===== src/rtl/mod_timer_pkg.sv =====
package mod_timer_pkg;
    // register word addresses
    localparam int ADDR_CTRL    = 0;
    localparam int ADDR_COUNT   = 1;
    localparam int ADDR_MOD     = 2;
    localparam int ADDR_CH_BASE = 3;

    // bit positions inside every control register
    localparam int BIT_IE    = 0;
    localparam int BIT_FLAG  = 1;
    localparam int BIT_MODE  = 2;
    localparam int BIT_ERISE = 3;
    localparam int BIT_EFALL = 4;

    typedef enum logic {
        CH_CAPTURE = 1'b0,
        CH_COMPARE = 1'b1
    } ch_mode_e;
endpackage


===== src/rtl/mod_timer_counter.sv =====
module mod_timer_counter
    import mod_timer_pkg::*;
#(
    parameter int CNT_W = 16
) (
    input  logic             clk,
    input  logic             rst_n,
    input  logic             run,
    input  logic             wr_ctrl,
    input  logic             rd_ctrl,
    input  logic             wr_cnt,
    input  logic             wr_mod,
    input  logic [CNT_W-1:0] wdata,
    output logic [CNT_W-1:0] cnt_o,
    output logic [CNT_W-1:0] mod_o,
    output logic             flag_o,
    output logic             ie_o
);
    typedef struct packed {
        logic [CNT_W-1:0] cnt;
        logic [CNT_W-1:0] modv;
        logic             flag;
        logic             ie;
        logic             arm;
    } cnt_st_t;

    cnt_st_t st_d, st_q;
    logic    wrap_evt;

    always_comb begin
        st_d     = st_q;
        wrap_evt = run && (st_q.cnt == st_q.modv);
        if (run) begin
            st_d.cnt = wrap_evt ? '0 : st_q.cnt + 1'b1;
        end
        if (wr_cnt) begin
            st_d.cnt = '0;
        end
        if (wr_mod) begin
            st_d.modv = wdata;
        end
        if (rd_ctrl && st_q.flag) begin
            st_d.arm = 1'b1;
        end
        if (wr_ctrl) begin
            st_d.ie  = wdata[BIT_IE];
            st_d.arm = 1'b0;
            if (st_q.arm && !wdata[BIT_FLAG]) begin
                st_d.flag = 1'b0;
            end
        end
        if (wrap_evt) begin
            st_d.flag = 1'b1;
        end
    end

    always_ff @(posedge clk or negedge rst_n) begin
        if (!rst_n) begin
            st_q.cnt  <= '0;
            st_q.modv <= '1;
            st_q.flag <= 1'b0;
            st_q.ie   <= 1'b0;
            st_q.arm  <= 1'b0;
        end else begin
            st_q <= st_d;
        end
    end

    assign cnt_o  = st_q.cnt;
    assign mod_o  = st_q.modv;
    assign flag_o = st_q.flag;
    assign ie_o   = st_q.ie;
endmodule


===== src/rtl/mod_timer_chan.sv =====
module mod_timer_chan
    import mod_timer_pkg::*;
#(
    parameter int CNT_W = 16
) (
    input  logic             clk,
    input  logic             rst_n,
    input  logic             run,
    input  logic [CNT_W-1:0] cnt,
    input  logic             pin_in,
    input  logic             wr_ctrl,
    input  logic             rd_ctrl,
    input  logic             wr_val,
    input  logic [CNT_W-1:0] wdata,
    output logic [CNT_W-1:0] ctrl_o,
    output logic [CNT_W-1:0] val_o,
    output logic             pin_out,
    output logic             flag_o,
    output logic             ie_o
);
    localparam int CTRL_USED = BIT_EFALL + 1;

    typedef struct packed {
        logic [1:0]       sync;
        logic             prev;
        logic             ie;
        logic             flag;
        ch_mode_e         mode;
        logic             e_rise;
        logic             e_fall;
        logic [CNT_W-1:0] val;
        logic             out;
        logic             arm;
    } ch_st_t;

    ch_st_t st_d, st_q;
    logic   rise, fall, cap_evt, cmp_evt;

    always_comb begin
        st_d    = st_q;
        rise    = st_q.sync[1] && !st_q.prev;
        fall    = !st_q.sync[1] && st_q.prev;
        cap_evt = run && (st_q.mode == CH_CAPTURE)
                  && ((rise && st_q.e_rise) || (fall && st_q.e_fall));
        cmp_evt = run && (st_q.mode == CH_COMPARE) && (cnt == st_q.val);

        if (run) begin
            st_d.sync = {st_q.sync[0], pin_in};
            st_d.prev = st_q.sync[1];
        end
        if (wr_val) begin
            st_d.val = wdata;
        end
        if (rd_ctrl && st_q.flag) begin
            st_d.arm = 1'b1;
        end
        if (wr_ctrl) begin
            st_d.ie     = wdata[BIT_IE];
            st_d.mode   = ch_mode_e'(wdata[BIT_MODE]);
            st_d.e_rise = wdata[BIT_ERISE];
            st_d.e_fall = wdata[BIT_EFALL];
            st_d.arm    = 1'b0;
            if (st_q.arm && !wdata[BIT_FLAG]) begin
                st_d.flag = 1'b0;
            end
        end
        if (cap_evt) begin
            st_d.val  = cnt;
            st_d.flag = 1'b1;
        end
        if (cmp_evt) begin
            st_d.out  = !st_q.out;
            st_d.flag = 1'b1;
        end
    end

    always_ff @(posedge clk or negedge rst_n) begin
        if (!rst_n) begin
            st_q.sync   <= '0;
            st_q.prev   <= 1'b0;
            st_q.ie     <= 1'b0;
            st_q.flag   <= 1'b0;
            st_q.mode   <= CH_CAPTURE;
            st_q.e_rise <= 1'b0;
            st_q.e_fall <= 1'b0;
            st_q.val    <= '0;
            st_q.out    <= 1'b0;
            st_q.arm    <= 1'b0;
        end else begin
            st_q <= st_d;
        end
    end

    assign ctrl_o  = CNT_W'({st_q.e_fall, st_q.e_rise, st_q.mode, st_q.flag, st_q.ie});
    assign val_o   = st_q.val;
    assign pin_out = st_q.out;
    assign flag_o  = st_q.flag;
    assign ie_o    = st_q.ie;

    initial begin
        if (CNT_W < CTRL_USED) $error("CNT_W too small for control fields");
    end
endmodule


===== src/rtl/mod_timer.sv =====
module mod_timer
    import mod_timer_pkg::*;
#(
    parameter int CNT_W  = 16,
    parameter int NUM_CH = 2,
    parameter int ADDR_W = $clog2(ADDR_CH_BASE + 2 * NUM_CH)
) (
    input  logic              clk,
    input  logic              rst_n,
    input  logic              wait_mode,
    input  logic              stop_mode,
    input  logic              bus_sel,
    input  logic              bus_wr,
    input  logic [ADDR_W-1:0] bus_addr,
    input  logic [CNT_W-1:0]  bus_wdata,
    output logic [CNT_W-1:0]  bus_rdata,
    input  logic [NUM_CH-1:0] cap_in,
    output logic [NUM_CH-1:0] cmp_out,
    output logic              irq
);
    logic             run, rd_en, wr_en;
    logic [CNT_W-1:0] cnt_q, mod_q;
    logic             ovf_flag, ovf_ie;
    logic [NUM_CH-1:0] ch_flag, ch_ie;
    logic [CNT_W-1:0] ch_ctrl [NUM_CH];
    logic [CNT_W-1:0] ch_val  [NUM_CH];

    assign run   = !stop_mode;
    assign rd_en = bus_sel && !bus_wr && !wait_mode;
    assign wr_en = bus_sel && bus_wr && !wait_mode;

    mod_timer_counter #(.CNT_W(CNT_W)) u_cnt (
        .clk     (clk),
        .rst_n   (rst_n),
        .run     (run),
        .wr_ctrl (wr_en && (bus_addr == ADDR_W'(ADDR_CTRL))),
        .rd_ctrl (rd_en && (bus_addr == ADDR_W'(ADDR_CTRL))),
        .wr_cnt  (wr_en && (bus_addr == ADDR_W'(ADDR_COUNT))),
        .wr_mod  (wr_en && (bus_addr == ADDR_W'(ADDR_MOD))),
        .wdata   (bus_wdata),
        .cnt_o   (cnt_q),
        .mod_o   (mod_q),
        .flag_o  (ovf_flag),
        .ie_o    (ovf_ie)
    );

    for (genvar gi = 0; gi < NUM_CH; gi++) begin : g_ch
        localparam int CTRL_A = ADDR_CH_BASE + 2 * gi;
        localparam int VAL_A  = CTRL_A + 1;
        mod_timer_chan #(.CNT_W(CNT_W)) u_ch (
            .clk     (clk),
            .rst_n   (rst_n),
            .run     (run),
            .cnt     (cnt_q),
            .pin_in  (cap_in[gi]),
            .wr_ctrl (wr_en && (bus_addr == ADDR_W'(CTRL_A))),
            .rd_ctrl (rd_en && (bus_addr == ADDR_W'(CTRL_A))),
            .wr_val  (wr_en && (bus_addr == ADDR_W'(VAL_A))),
            .wdata   (bus_wdata),
            .ctrl_o  (ch_ctrl[gi]),
            .val_o   (ch_val[gi]),
            .pin_out (cmp_out[gi]),
            .flag_o  (ch_flag[gi]),
            .ie_o    (ch_ie[gi])
        );
    end

    always_comb begin
        bus_rdata = '0;
        if (rd_en) begin
            if (bus_addr == ADDR_W'(ADDR_CTRL)) begin
                bus_rdata = CNT_W'({ovf_flag, ovf_ie});
            end
            if (bus_addr == ADDR_W'(ADDR_COUNT)) begin
                bus_rdata = cnt_q;
            end
            if (bus_addr == ADDR_W'(ADDR_MOD)) begin
                bus_rdata = mod_q;
            end
            for (int i = 0; i < NUM_CH; i++) begin
                if (bus_addr == ADDR_W'(ADDR_CH_BASE + 2 * i)) begin
                    bus_rdata = ch_ctrl[i];
                end
                if (bus_addr == ADDR_W'(ADDR_CH_BASE + 2 * i + 1)) begin
                    bus_rdata = ch_val[i];
                end
            end
        end
    end

    assign irq = (ovf_flag && ovf_ie) || |(ch_flag & ch_ie);
endmodule


===== config.mk =====
export PLATFORM = sky130hd
export DESIGN_NAME = mod_timer
export DESIGN_NICKNAME = d
export VERILOG_FILES = /design/src/rtl/mod_timer_pkg.sv /design/src/rtl/mod_timer_counter.sv /design/src/rtl/mod_timer_chan.sv /design/src/rtl/mod_timer.sv
export SDC_FILE = /design/constraint.sdc
export NUM_CORES = 1
export LEC_CHECK = 0
export ABC_AREA = 1
export BUFFER_PORTS_ARGS = -buffer_cell sky130_fd_sc_hd__buf_2
export CORE_ASPECT_RATIO = 1.25
export CORE_MARGIN = 8
export CORE_UTILIZATION = 30
export CTS_BUF_LIST = sky130_fd_sc_hd__clkbuf_16
export DETAILED_ROUTE_END_ITERATION = 8
export GPL_TIMING_DRIVEN = 0
export PLACE_DENSITY = 0.53
export REMOVE_ABC_BUFFERS = 1
export SYNTH_ARGS = -nofsm -noshare
export SYNTH_HDL_FRONTEND = slang
export SYNTH_SLANG_ARGS = --single-unit

===== constraint.sdc =====
create_clock -name clk -period 3.2 [get_ports clk]
set_clock_uncertainty 0.1 [all_clocks]
set_input_delay 0.48 -clock clk [delete_from_list [all_inputs] [get_ports clk]]
set_output_delay 0.48 -clock clk [all_outputs]
set_load 0.02 [all_outputs]

## After elaboration in Yosys (flattened, before gate mapping)

Cells that the tools add are included.

| operators by class | value |
|---|---|
| equal/unequal tests | 10 |
| bitwise logic cells | 3 |
| reductions and logical operators | 67 |
| add/subtract/negate cells | 1 |
| muxes and demuxes | 31 |

Operator list:

| kind | count |
|---|---|
| $mux W16 | 14 |
| $eq A16 B16 Y1 | 3 |
| $logic_and A1 B1 Y1 | 38 |
| $add A16 B1 Y16 const B | 1 |
| $reduce_bool A2 Y1 | 7 |
| $mux W1 | 13 |
| $reduce_bool A3 Y1 | 4 |
| $logic_not A1 Y1 | 10 |
| $eq A3 B3 Y1 const B | 3 |
| $mux W4 | 2 |
| $eq A3 B2 Y1 const B | 2 |
| $reduce_and A2 Y1 | 3 |
| $eq A3 B1 Y1 const B | 1 |
| $logic_not A3 Y1 | 1 |
| $logic_or A1 B1 Y1 | 3 |
| $mux W3 | 1 |
| $and A2 B2 Y2 | 1 |
| $mux W2 | 1 |
| $ne A2 B1 Y1 const B | 1 |
| $not A1 Y1 | 2 |
| $reduce_or A2 Y1 | 1 |

| storage, ports and cells | value |
|---|---|
| logic and storage cells | 137 |
| bits of input ports | 27 |
| register bits | 87 |
| output and inout bits | 19 |

## Longest topological paths before layout

| depth | value |
|---|---|
| depth after elaboration | 9 |
| mapped depth | 11 |
| gate-level depth less buffers | 9 |

## Hierarchy

A second synthesis with hierarchy kept.

| second synthesis, totals | value |
|---|---|
| cells, all modules | 1005 |
| area, all modules | 7026.7 um^2 |

By module, submodules not included:

| module | area an instance (um^2) | instances | cells an instance | sequential area each (um^2) |
|---|---|---|---|---|
| mod_timer_chan | 1785.5 | 2 | 228 | 650.6 |
| mod_timer_counter | 2212.1 | 1 | 304 | 895.9 |
| mod_timer | 1243.7 | 1 | 245 | 0.0 |

## Least setup slack after synthesis

No wires, ideal clock.

| timing path | value |
|---|---|
| path type | input port to output port |
| start point | input port wait_mode |
| end point | output port bus_rdata[10] |
| buffers on the path | 1 |
| data required time | 2620 ps |
| arrival | 1486 ps |
| slack | 1134 ps |
| cell stages on the path | 6 |
| cells stage by stage | inv_1 nand2_1 nor2_1 inv_1 clkbuf_1 nor2_1 |

| on the way | value |
|---|---|
| cells in the longest elaborated chain, start to end | 3 |

Ends and longest elaborated chain:

| what | line | RTL |
|---|---|---|
| from (decl) | mod_timer.sv:10 | `input logic wait_mode,` |
| $logic_not A1 Y1 | mod_timer.sv:29 | `assign rd_en = bus_sel && !bus_wr && !wait_mode;` |
| $logic_and A1 B1 Y1 | mod_timer.sv:29 |  |
| $mux W16 | mod_timer.sv:70 | `if (rd_en) begin` |
| to (decl) | mod_timer.sv:16 | `output logic [CNT_W-1:0] bus_rdata,` |

Every way passes these cells.

## Worst setup path after layout

| timing path | value |
|---|---|
| start point | input port wait_mode |
| end point | output port bus_rdata[2] |

Same word-level chain as after synthesis.

==> flow_summary.html <==
<table>
<tr><th>Metric</th><th>Value</th></tr>
<tr><th colspan="2">Run status</th></tr>
<tr><td>Run status</td><td>finished clean</td></tr>
<tr><th colspan="2">Worst setup path</th></tr>
<tr><td>Setup CP Type</td><td>in -&gt; out</td></tr>
<tr><td>Setup crit start kind</td><td>input port</td></tr>
<tr><td>Endpoint required time on the critical path</td><td>2.62 ns</td></tr>
<tr><td>Critical path startpoint</td><td>wait_mode</td></tr>
<tr><td>Setup slack on the worst flop-to-flop path</td><td>0.65 ns</td></tr>
<tr><td>Launch instance of the worst register-to-register path</td><td>g_ch[0].u_ch.st_q[23]$_DFFE_PN0N_</td></tr>
<tr><td>Endpoint of the worst-slack reg-to-reg timing path</td><td>g_ch[0].u_ch.val_o[7]$_DFFE_PN0P_</td></tr>
<tr><td>Worst EP arrival</td><td>2.15 ns</td></tr>
<tr><td>Top fanout value on the critical path</td><td>14</td></tr>
<tr><td>Worst Reg-to-Reg Cells</td><td>6</td></tr>
<tr><td>Element type at the critical path end</td><td>primary output</td></tr>
<tr><th colspan="2">STA</th></tr>
<tr><td>Actual slew at the worst max-slew pin</td><td>1.26 ns</td></tr>
<tr><td>Timing-limited maximum frequency</td><td>366 MHz</td></tr>
<tr><td>RSZ-0062 raised after global routing</td><td>false</td></tr>
<tr><td>Post-route setup slack</td><td>0.470 ns</td></tr>
<tr><td>Min Clock Period, post-route</td><td>2.73 ns</td></tr>
<tr><td>Worst max-slew margin expressed relative to the limit</td><td>0.158</td></tr>
<tr><td>Hold violation count in the final report</td><td>0</td></tr>
<tr><td>Number of failing setup endpoints in the final timing report</td><td>0</td></tr>
<tr><td>Number of max-slew violations in the final report</td><td>0</td></tr>
<tr><td>Min Hold Slack</td><td>0.0236 ns</td></tr>
<tr><td>Part of the cycle the worst path needs</td><td>0.853</td></tr>
<tr><th colspan="2">Logic synthesis</th></tr>
<tr><td>Async set-or-reset flop fraction in the synthesized netlist</td><td>1.00</td></tr>
<tr><td>Gate count after technology mapping</td><td>739</td></tr>
<tr><td>Commonest register cell after synthesis</td><td>dfrtp_1</td></tr>
<tr><td>Post-Synthesis Cell Area</td><td>5380 sq um</td></tr>
<tr><td>Count of distinct cell types in the synthesized netlist</td><td>31</td></tr>
<tr><td>Register bit count reported by yosys</td><td>87</td></tr>
<tr><td>Avg Cell Area, Syn</td><td>7.29 sq um</td></tr>
<tr><td>Fraction of the yosys area taken by sequential cells</td><td>0.408</td></tr>
<tr><td>Ys Warns</td><td>0</td></tr>
<tr><td>Number of enable-type register cells in the synthesized netlist</td><td>0</td></tr>
<tr><th colspan="2">Placed design</th></tr>
<tr><td>Routability Congestion</td><td>0.816</td></tr>
<tr><td>IO Port Bufs</td><td>45</td></tr>
<tr><td>Detail Placement HPWL</td><td>11600 microns</td></tr>
<tr><td>Setup WS pre-CTS</td><td>-0.516 ns</td></tr>
<tr><td>Dpl cell area</td><td>5730 sq um</td></tr>
<tr><th colspan="2">Routing</th></tr>
<tr><td>Total DRC errors in the routed layout</td><td>0</td></tr>
<tr><td>Per-cell via count in the routed design</td><td>4.94</td></tr>
<tr><td>Wire length reported by the detailed router</td><td>16500 microns</td></tr>
<tr><td>Violation count after the first detailed-route iteration</td><td>305</td></tr>
<tr><td>Number of optimization iterations in the first detailed-route pass</td><td>4</td></tr>
<tr><td>Avg WL per Cell</td><td>16.6 microns</td></tr>
<tr><td>Via Count</td><td>4904</td></tr>
<tr><td>Remaining antenna violation count</td><td>0</td></tr>
<tr><th colspan="2">Clock tree</th></tr>
<tr><td>TritonCTS clock tree</td><td>done</td></tr>
<tr><td>Number of buffers created by CTS</td><td>9</td></tr>
<tr><td>Clock-pin transition on the worst setup and hold timing paths</td><td>0.06 ns</td></tr>
<tr><td>Clock tree root buffer cell</td><td>clkbuf_16</td></tr>
<tr><td>Insertion delay to the later sink of the worst-skew pair</td><td>0.36 ns</td></tr>
<tr><td>CTS H-tree lvls</td><td>3</td></tr>
<tr><td>Largest buffer count on any clock path</td><td>2</td></tr>
<tr><td>Clock tree sinks</td><td>87</td></tr>
<tr><td>Count of hold-fix buffers inserted at cts</td><td>0</td></tr>
<tr><td>Post-CTS resize count</td><td>1</td></tr>
<tr><td>Total setup buffers inserted after CTS</td><td>0</td></tr>
<tr><th colspan="2">Power</th></tr>
<tr><td>Pwr/cell area</td><td>655 nW/um^2</td></tr>
<tr><td>Final Power</td><td>3920 uW</td></tr>
<tr><td>Power spent charging and discharging nets</td><td>1500 uW</td></tr>
<tr><td>Internal power of the cells</td><td>2420 uW</td></tr>
<tr><td>Power share of the sequential group</td><td>0.452</td></tr>
<tr><td>Fraction of power spent switching nets</td><td>0.383</td></tr>
<tr><td>P_leak</td><td>0.00289 uW</td></tr>
<tr><td>Worst IR Drop VDD</td><td>0.260 mV</td></tr>
<tr><td>Relative contribution of the clock network to total power</td><td>0.245</td></tr>
<tr><td>Combinational share of power</td><td>0.303</td></tr>
<tr><th colspan="2">Die</th></tr>
<tr><td>Number of core rows</td><td>55</td></tr>
<tr><td>Overall die width</td><td>136 microns</td></tr>
<tr><td>Starting density of the core</td><td>0.302</td></tr>
<tr><td>Placeable core area</td><td>17800 sq um</td></tr>
<tr><td>I/O pin count</td><td>46</td></tr>
<tr><td>Area of the die</td><td>22500 sq um</td></tr>
<tr><td>DIE HEIGHT</td><td>166 microns</td></tr>
<tr><th colspan="2">Global route</th></tr>
<tr><td>Vias in the first global route</td><td>4912</td></tr>
<tr><td>Pin count of the biggest net entering global routing</td><td>49</td></tr>
<tr><td>Total global routing overflow</td><td>0</td></tr>
<tr><td>Global-route usage over all layers</td><td>0.151</td></tr>
<tr><td>First-pass GRT wire length</td><td>26500 microns</td></tr>
<tr><td>Number of antenna violations at the first check in global routing</td><td>0</td></tr>
<tr><th colspan="2">Finish</th></tr>
<tr><td>Layout Nets</td><td>787</td></tr>
<tr><td>Area growth from synthesis to final layout</td><td>11.3%</td></tr>
<tr><td>Non-Filler Cell Area, Final</td><td>5990 sq um</td></tr>
<tr><td>Leading cell type in the layout, fill and taps excluded</td><td>nand2_1</td></tr>
<tr><td>Antenna diode count</td><td>0</td></tr>
<tr><td>Ratio of cells with drive above 1 in the final layout</td><td>0.128</td></tr>
<tr><td>Commonest cells after routing, fill and taps aside</td><td>nand2_1 (176), inv_1 (97), nor2_1 (95), dfrtp_1 (71), nand3_1 (53)</td></tr>
<tr><th colspan="2">Run</th></tr>
<tr><td>Maximum Capacitance Violations</td><td>0</td></tr>
<tr><th colspan="2">Worst hold path</th></tr>
<tr><td>Min-Delay Path Class</td><td>in -&gt; async</td></tr>
</table>
-- synth_stat cells, types with 3 or more instances --
| cell type | number | share of area |
|---|---|---|
| a21oi_1 | 36 | 0.033 |
| buf_2 | 16 | 0.015 |
| buf_4 | 9 | 0.013 |
| clkbuf_1 | 9 | 0.0063 |
| clkbuf_2 | 3 | 0.0028 |
| dfrtp_1 | 71 | 0.33 |
| dfstp_2 | 16 | 0.078 |
| inv_1 | 92 | 0.064 |
| inv_2 | 9 | 0.0063 |
| nand2_1 | 176 | 0.12 |
| nand3_1 | 55 | 0.051 |
| nand3_2 | 3 | 0.0056 |
| nand4_1 | 14 | 0.016 |
| nor2_1 | 95 | 0.066 |
| nor2_2 | 6 | 0.0070 |
| nor3_1 | 5 | 0.0046 |
| o211ai_1 | 4 | 0.0056 |
| o21ai_0 | 26 | 0.024 |
| o21ai_1 | 6 | 0.0056 |
| o221ai_1 | 42 | 0.068 |
| o22ai_1 | 3 | 0.0035 |
| xor2_1 | 30 | 0.049 |
-- cells by family after synthesis --
family,Yosys count,share of synthesized area
xor gates and xnor gates,30,0.0488
buffers and inverters,138,0.107
AOI/OAI and AO/OA,122,0.148
and+or+nand+nor,361,0.286
adders and majority gates,1,0.00232
DFF,87,0.408
-- metal layers --
layer  vias to the layer above  global-route usage  part of all wire
met4                         0              0.0518             0.020
met2                        85               0.261              0.51
met5                         -                   0                 0
met1                      2338               0.179              0.43
met3                        19              0.0336             0.035
li1                       2462                   -                 -
-- state kept, by name, summed over array words and instances (netlist names) --
signal / flops
g_ch.u_ch.val_o: 32
u_cnt.cnt_o: 16
u_cnt.mod_o: 16
g_ch.u_ch.st_q: 8
g_ch.u_ch.ctrl_o: 6
g_ch.u_ch.flag_o: 2
g_ch.u_ch.ie_o: 2
g_ch.u_ch.pin_out: 2
u_cnt.flag_o: 1
u_cnt.ie_o: 1
u_cnt.st_q: 1
-- worst max path at each step --
stage / to / slack (ns) / depth (start not counted)
CTS: bus_rdata[2] / 0.42 / 9
global route: g_ch[0].u_ch.val_o[7]$_DFFE_PN0P_ / 0.23 / 5
global placement: g_ch[0].u_ch.val_o[3]$_DFFE_PN0P_ / -0.45 / 5
finish: bus_rdata[2] / 0.47 / 9
detailed placement: g_ch[0].u_ch.val_o[7]$_DFFE_PN0P_ / -0.52 / 5
floorplan: g_ch[0].u_ch.val_o[10]$_DFFE_PN0P_ / 0.89 / 4
-- worst max-delay path: stages --
cell	delay (ns)
buf_2	0.10
inv_1	0.10
nand2_1	0.06
nor2_1	0.36
inv_1	0.44
a21oi_1	0.24
o21ai_0	0.14
inv_1	0.06
buf_2	0.15
-- stage by stage --
step	std cells	setup TNS, ns	util
final	992	0	0.336
after global routing	992	0	0.336
after CTS	992	0	0.336
after detailed placement	976	-6.18	0.322
after global placement	975	-7.62	0.320
after floorplan	702	0	-
-- power groups by stage --
stage               registers, uW  clock network, uW  logic [uW]
floorplan                    1700                  0         887
global placement             1780                  0        1170
detailed placement           1790                  0        1190
CTS                          1770                982        1200
global route                 1820               1030        1370
finish                       1770                963        1190
-- area by class of cell --
class | count | area, sq um
fill | 1935 | 11800
multi-input combinational | 514 | 2620
sequential | 87 | 2200
inverter | 101 | 379
tap | 228 | 285
timing repair buffer | 46 | 255
clock buffer | 9 | 225
clock inverter | 7 | 27.5
No activity file was read; power rests on OpenSTA's default activity.
